===== src/rtl/line_thin_pkg.sv =====
package line_thin_pkg;

  // Configuration captured at each vertical start
  typedef struct packed {
    logic en;
    logic shortMode;
  } thinCfg_t;

  // Strobes from control to datapath
  typedef struct packed {
    logic restart;
    logic advance;
  } phaseCmd_t;

endpackage


===== src/rtl/line_thin_control.sv =====
module line_thin_control
  import line_thin_pkg::*;
(
  input  logic      clk,
  input  logic      rstN,
  input  logic      lineStb,
  input  logic      frameStart,
  input  logic      thinEn,
  input  logic      thinMode,
  output phaseCmd_t cmd,
  output thinCfg_t  cfgNext,
  output thinCfg_t  cfgCur
);

  // Configuration is only taken at a frame boundary
  always_comb begin
    cfgNext = cfgCur;
    if (frameStart) begin
      cfgNext.en        = thinEn;
      cfgNext.shortMode = thinMode;
    end
  end

  always_ff @(posedge clk or negedge rstN) begin
    if (!rstN) cfgCur <= '0;
    else       cfgCur <= cfgNext;
  end

  // Frame start has priority over a coincident line strobe
  always_comb begin
    cmd.restart = frameStart;
    cmd.advance = lineStb & ~frameStart;
  end

endmodule


===== src/rtl/line_thin_datapath.sv =====
module line_thin_datapath
  import line_thin_pkg::*;
#(
  parameter int LONG_LEN    = 14,
  parameter int LONG_DROP_A = 6,
  parameter int LONG_DROP_B = 13,
  parameter int SHORT_LEN   = 4,
  parameter int SHORT_DROP  = 3
) (
  input  logic      clk,
  input  logic      rstN,
  input  phaseCmd_t cmd,
  input  thinCfg_t  cfgNext,
  output logic      keepLine
);

  localparam int MAX_LEN = (LONG_LEN > SHORT_LEN) ? LONG_LEN : SHORT_LEN;
  localparam int PHASE_W = (MAX_LEN > 2) ? $clog2(MAX_LEN) : 1;
  localparam logic [PHASE_W-1:0] LONG_LAST  = PHASE_W'(LONG_LEN - 1);
  localparam logic [PHASE_W-1:0] SHORT_LAST = PHASE_W'(SHORT_LEN - 1);
  localparam logic [PHASE_W-1:0] L_DROP_A   = PHASE_W'(LONG_DROP_A);
  localparam logic [PHASE_W-1:0] L_DROP_B   = PHASE_W'(LONG_DROP_B);
  localparam logic [PHASE_W-1:0] S_DROP     = PHASE_W'(SHORT_DROP);

  logic [PHASE_W-1:0] phase, phaseNext, lastPhase;
  logic               dropNext;

  assign lastPhase = cfgNext.shortMode ? SHORT_LAST : LONG_LAST;

  always_comb begin
    phaseNext = phase;
    if (cmd.restart)
      phaseNext = '0;
    else if (cmd.advance)
      phaseNext = (phase == lastPhase) ? '0 : phase + 1'b1;
  end

  always_comb begin
    if (!cfgNext.en)
      dropNext = 1'b0;
    else if (cfgNext.shortMode)
      dropNext = (phaseNext == S_DROP);
    else
      dropNext = (phaseNext == L_DROP_A) || (phaseNext == L_DROP_B);
  end

  always_ff @(posedge clk or negedge rstN) begin
    if (!rstN) begin
      phase    <= '0;
      keepLine <= 1'b1;
    end else begin
      phase    <= phaseNext;
      keepLine <= ~dropNext;
    end
  end

endmodule


===== src/rtl/line_thin.sv =====
module line_thin
  import line_thin_pkg::*;
#(
  parameter int LONG_LEN    = 14,
  parameter int LONG_DROP_A = 6,
  parameter int LONG_DROP_B = 13,
  parameter int SHORT_LEN   = 4,
  parameter int SHORT_DROP  = 3
) (
  input  logic clk,
  input  logic rstN,
  input  logic lineStb,
  input  logic frameStart,
  input  logic thinEn,
  input  logic thinMode,
  output logic keepLine
);

  phaseCmd_t cmd;
  thinCfg_t  cfgNext;
  thinCfg_t  cfgCur;

  line_thin_control u_ctrl (
    .clk       (clk),
    .rstN      (rstN),
    .lineStb   (lineStb),
    .frameStart(frameStart),
    .thinEn    (thinEn),
    .thinMode  (thinMode),
    .cmd       (cmd),
    .cfgNext   (cfgNext),
    .cfgCur    (cfgCur)
  );

  line_thin_datapath #(
    .LONG_LEN   (LONG_LEN),
    .LONG_DROP_A(LONG_DROP_A),
    .LONG_DROP_B(LONG_DROP_B),
    .SHORT_LEN  (SHORT_LEN),
    .SHORT_DROP (SHORT_DROP)
  ) u_dp (
    .clk     (clk),
    .rstN    (rstN),
    .cmd     (cmd),
    .cfgNext (cfgNext),
    .keepLine(keepLine)
  );

endmodule


===== config.mk =====
export PLATFORM = sky130hd
export DESIGN_NAME = line_thin
export DESIGN_NICKNAME = d
export VERILOG_FILES = /design/src/rtl/line_thin_pkg.sv /design/src/rtl/line_thin_control.sv /design/src/rtl/line_thin_datapath.sv /design/src/rtl/line_thin.sv
export SDC_FILE = /design/constraint.sdc
export NUM_CORES = 1
export LEC_CHECK = 0
export BUFFER_PORTS_ARGS = -buffer_cell sky130_fd_sc_hd__buf_4
export CAP_MARGIN = 20
export CORE_MARGIN = 2
export CORE_UTILIZATION = 35
export DETAILED_ROUTE_END_ITERATION = 8
export PLACE_DENSITY_LB_ADDON = 0.08
export SYNTH_ARGS = -nofsm -noshare
export SYNTH_HDL_FRONTEND = slang
export SYNTH_SLANG_ARGS = --single-unit

===== constraint.sdc =====
create_clock -name clk -period 1.4 [get_ports clk]
set_input_delay 0.28 -clock clk [delete_from_list [all_inputs] [get_ports clk]]
set_output_delay 0.28 -clock clk [all_outputs]
set_load 0.005 [all_outputs]

======== After elaboration in Yosys (flattened, before gate mapping) ========
Index checks and enable logic that the tools add are counted.
operators by class
  add/subtract/negate cells ............... 1
  equality and inequality tests ........... 4
  multiplexer cells ....................... 7
  bitwise operators ....................... 3
  reductions and logical operators ........ 1
operators by type and width
  operator                                             number
  2-to-1 mux 4 bit                                     4
  adder 4 x 1 -> 4 bit, second input constant          1
  equality test 4 x 2 -> 1 bit, second input constant  1
  equality test 4 x 3 -> 1 bit, second input constant  1
  equality test 4 bit                                  1
  equality test 4 bit, second input constant           1
  2-to-1 mux 1 bit                                     2
  2-to-1 mux 2 bit                                     1
  inverter 1 bit                                       2
  bitwise AND 1 bit                                    1
  logical OR 1 bit                                     1
word-level totals
  register bits ........................... 7
  word-level logic and storage cells ...... 20

======== Logic depth before layout (Yosys ltp) ========
  word-level depth ........................ 11
  gate-level depth with buffers ........... 6

======== Modules after synthesis ========
Synthesis repeated with hierarchy kept, for this count alone.
unflattened totals
  cell total of the unflattened synthesis .. 46
  area total of the unflattened synthesis .. 471.7 um^2
modules (own cells, without submodules)
  module              instances  cells an instance  area an instance (um^2)  seq. area each (um^2)
  line_thin_datapath  1          40                 382.9                    126.4
  line_thin_control   1          6                  88.8                     50.0

======== Least setup slack after synthesis ========
Ideal clock, no wire load.
  path type ............................... reg2reg
  from .................................... register u_dp.phase[2]
  to ...................................... register u_dp.keepLine
  arrival time ............................ 1.381 ns
  slack ................................... -0.042 ns
  stages on the path, launching flop included .. 7
  path buffers ............................ 1
  cells stage by stage .................... dfrtp_1 buf_4 or3b_1 mux2i_1 nand2_1 a31oi_1 o31a_1
on the way
  word-level cells in the longest chain between the ends .. 9
  elaborated cells on any way between the ends .. 12
  classes of those cells .................. 1 x add/sub; 4 x eq/ne; 5 x mux; 1 x bitwise; 1 x reduce/logical
ends and longest elaborated chain
  what                                                                        line                      RTL
  start, declared                                                             line_thin_datapath.sv:25  logic [PHASE_W-1:0] phase, phaseNext, lastPhase;
  start signal, assigned                                                      line_thin_datapath.sv:52  phase <= phaseNext;
  adder 4 x 1 -> 4 bit / equality test 4 bit (equally long branches)          line_thin_datapath.sv:35  phaseNext = (phase == lastPhase) ? '0 : phase + 1'b1;
  2-to-1 mux 4 bit                                                            line_thin_datapath.sv:35
  2-to-1 mux 4 bit (*)                                                        line_thin_datapath.sv:34  else if (cmd.advance)
  2-to-1 mux 4 bit (*)                                                        line_thin_datapath.sv:32  if (cmd.restart)
  equality test 4 x 3 -> 1 bit / equality test 4 bit (equally long branches)  line_thin_datapath.sv:44  dropNext = (phaseNext == L_DROP_A) || (phaseNext == L_DROP_B);
  logical OR 1 bit                                                            line_thin_datapath.sv:44
  2-to-1 mux 1 bit (*)                                                        line_thin_datapath.sv:41  else if (cfgNext.shortMode)
  2-to-1 mux 1 bit (*)                                                        line_thin_datapath.sv:39  if (!cfgNext.en)
  inverter 1 bit (*)                                                          line_thin_datapath.sv:53  keepLine <= ~dropNext;
  end signal, assigned                                                        line_thin_datapath.sv:53
  end, declared                                                               line_thin_datapath.sv:14  output logic keepLine
Mark *: on every way between the ends. The rest lies on a longest branch, timed or not.

======== Worst setup path in the final report ========
  from .................................... register u_dp.phase[3]
  to ...................................... register u_dp.keepLine
The elaborated chain is that of the path after synthesis.

==> impl_results.md <==
- Status: complete, but fails checks
- Violated checks: setup timing
- Violation count after the first detailed-routing iteration: 5
- DP HPWL: 848 um
- Reg2Reg Depth: 5
- Max incr delay on CP: 0.41 ns
- P per Cell Area: 799 nW/um^2
- Ranking of synthesized cells by area: dfrtp_1, dfstp_2, mux2i_1, or3b_1, xor2_1
- Clock skew: 0.0138 ns
- Place WS: -0.131 ns
- Worst hold stages: 2
- Global placer's final weighted congestion: 0.777
- Top FF cell, synth: dfrtp_1
- Worst path top cell family by delay: simple AND/OR/NAND/NOR gates
- DRC Markers: 0
- Area Growth Syn to Fin: 41.3%
- Worst Path Required: 1.60 ns
- Share of the synthesized area in the top cell type: 32.0%
- Reg2Reg Capture Point: u_dp.keepLine$_DFF_PN1_
- Yosys reg bits: 7
- Crit path DAT: 1.69 ns
- # diodes: 0
- Slew @ Worst Pin: 0.269 ns
- Initial Utilization: 37.0%
- Crit start category: register
- Max_cap viols: 0
- Critical path endpoint category: register
- CTS Buf Count: 3
- Clk_lat worst skew: 0.27 ns
- Clock Path Buffers: 2
- Clk slew on worst S/H paths: 0.06 ns
- Leak: 0.301 nW
- Total Routing Usage GR: 17.2%
- Placed insts: 81
- Worst Slack Setup Final: -0.0962 ns
- Final hold vios: 0
- Routed WL: 1.14 mm
- Largest area contributor in the netlist: dfrtp_1
- Vias/cell: 5.09
- Core Area: 1270 sq um
- Cell area after synthesis: 469 sq um
- Post-synth EDFFs: 0
- Synth Warn #: 0
- # clock sinks: 7
- Root Buffer: clkbuf_4
- Post-synth top cells: dfrtp_1, nand2_1, nor2_1, o21ai_0
- Largest fanout on the critical path: 4
- Avg Inst Size Synth: 9.38 sq um
- Die X: 40.6 um
- Syn nets: 57
- Hold Crit Endpoint: u_ctrl.cfgCur[1]$_DFF_PN0_
- # IOs: 7
- HP Class: in2reg
- Largest net degree at the start of global routing: 11
- Ordered list of cells on the worst path: or3b_1 -> mux2i_1 -> nand2_1 -> a31oi_2 -> o31a_1
- WP buf/inv: 0
- Reg2Reg Setup Slack: -0.1 ns
- Port bufs: 6
- Setup violations, final: 2
- FP Rows: 13
- Share of cells above drive strength 1: 40.3%
- Async SR Flop Fraction: 100%
- Slew headroom: 81.7%
- Die area: 1650 sq um
- Post-synthesis cell count: 50
- GRT overflow: 0
- Final core utilization: 52.3%
- First-pass DRT Iterations: 4
- DR vias: 443
- Critical Path Slowest Stage Cell: dfrtp_1
- Sequential fraction of the synthesis area: 37.6%
- CTS tree: yes
- Fmax: 0.668 GHz
- RSZ-0062 raised after global routing: yes
- First-pass GRT wire length: 1.70 mm
- Chip Height: 40.6 um
- Slew Viols, Final: 0
- Hold Crit Start: thinEn
- Setup Crit Path Kind: reg2reg
- Final min period: 1.50 ns
- Final period util: 107%
- Critical R2R Launch: u_dp.phase[3]$_DFF_PN0_
- Post-DR wirelength/cell: 13.0 um
- Final #Nets: 80
- Vias in the first global route: 434
- Count of different cell masters after synthesis: 31
- Final ANT Viol Nets: 0
- Non-Filler Instances: 87
- Setup TNS: -0.160 ns
- VDD IR-drop max: 0.438 mV
- Initial antenna violation count: 0
- H-tree depth: 1
- Worst hold slack: 0.247 ns
- Most frequent cell after synthesis: dfrtp_1
-- logic make-up after synthesis --
family / count (synthesis) / share of synthesized area (%)
simple gates: 19 / 24.3
compound gates: 12 / 16.8
flops: 7 / 37.6
buf+inv: 5 / 6.40
xor+xnor: 3 / 5.60
mux: 3 / 6.67
fa+ha+maj: 1 / 2.67
-- layout make-up --
type	instances	area [sq um]
Clock buffer	4	26.3
Fill cell	124	606
Inverter	2	7.51
Multi-Input combinational cell	38	273
Sequential cell	7	178
Tap cell	15	18.8
Timing Repair Buffer	21	160
-- metal layers --
layer  part of all wire, %  global-route usage (%)
met5                     0                       0
met4                   2.2                    10.0
met3                   4.9                    8.15
met2                    53                    31.0
met1                    40                    15.3
-- timing repair --
item                                    CTS  global route
pin swaps                                 1             0
hold buffers                              1             0
resized for setup                         2             1
hold endpoints to repair                  6             0
endpoints found under the setup margin    2             2
buffers inserted                          1             0
-- per-stage QoR --
| step | power (mW) | area [sq um] |
|---|---|---|
| finish | 0.530 | 663 |
| global route | 0.556 | 663 |
| CTS | 0.527 | 659 |
| detailed placement | 0.330 | 608 |
| global placement | 0.327 | 608 |
| floorplan | 0.279 | 473 |
-- cell usage in the layout (no fill, tap or decap), types with 2 or more instances in the layout --
| cell | n |
|---|---|
| o22ai_1 | 2 |
| dfrtp_1 | 5 |
| nor3_1 | 2 |
| nand2_1 | 4 |
| or3b_1 | 2 |
| inv_1 | 2 |
| a21oi_1 | 2 |
| buf_4 | 20 |
| o21ai_0 | 3 |
| clkbuf_4 | 3 |
| nor2_1 | 3 |
| xor2_1 | 2 |
-- power breakdown --
| part | internal (mW) | switching (mW) |
|---|---|---|
| registers | 0.214 | 0.0103 |
| clock network | 0.109 | 0.0851 |
| logic | 0.0621 | 0.0493 |
| total | 0.385 | 0.145 |
-- flip-flops by register name, indices dropped and copies added (netlist names) --
signal / cells
u_dp.phase: 4
u_ctrl.cfgCur: 2
u_dp.keepLine: 1
-- worst register-to-register path, stage by stage (launching register included) --
cell and delay [ns]:
dfrtp_1 0.41, or3b_1 0.38, mux2i_1 0.22, nand2_1 0.10
a31oi_2 0.16, o31a_1 0.16
-- worst max-delay path by stage --
stage / from / end / slack [ns] / depth (start not counted)
after floorplan: u_dp.phase[2]$_DFF_PN0_ / u_dp.keepLine$_DFF_PN1_ / -0.01 / 6
after global placement: frameStart / u_dp.keepLine$_DFF_PN1_ / -0.08 / 6
after detailed placement: frameStart / u_dp.keepLine$_DFF_PN1_ / -0.13 / 6
after CTS: u_dp.phase[3]$_DFF_PN0_ / u_dp.keepLine$_DFF_PN1_ / -0.08 / 5
after global routing: u_dp.phase[2]$_DFF_PN0_ / u_dp.keepLine$_DFF_PN1_ / -0.14 / 5
final: u_dp.phase[3]$_DFF_PN0_ / u_dp.keepLine$_DFF_PN1_ / -0.1 / 5
Note: power is estimated with default switching activity, not from simulation.
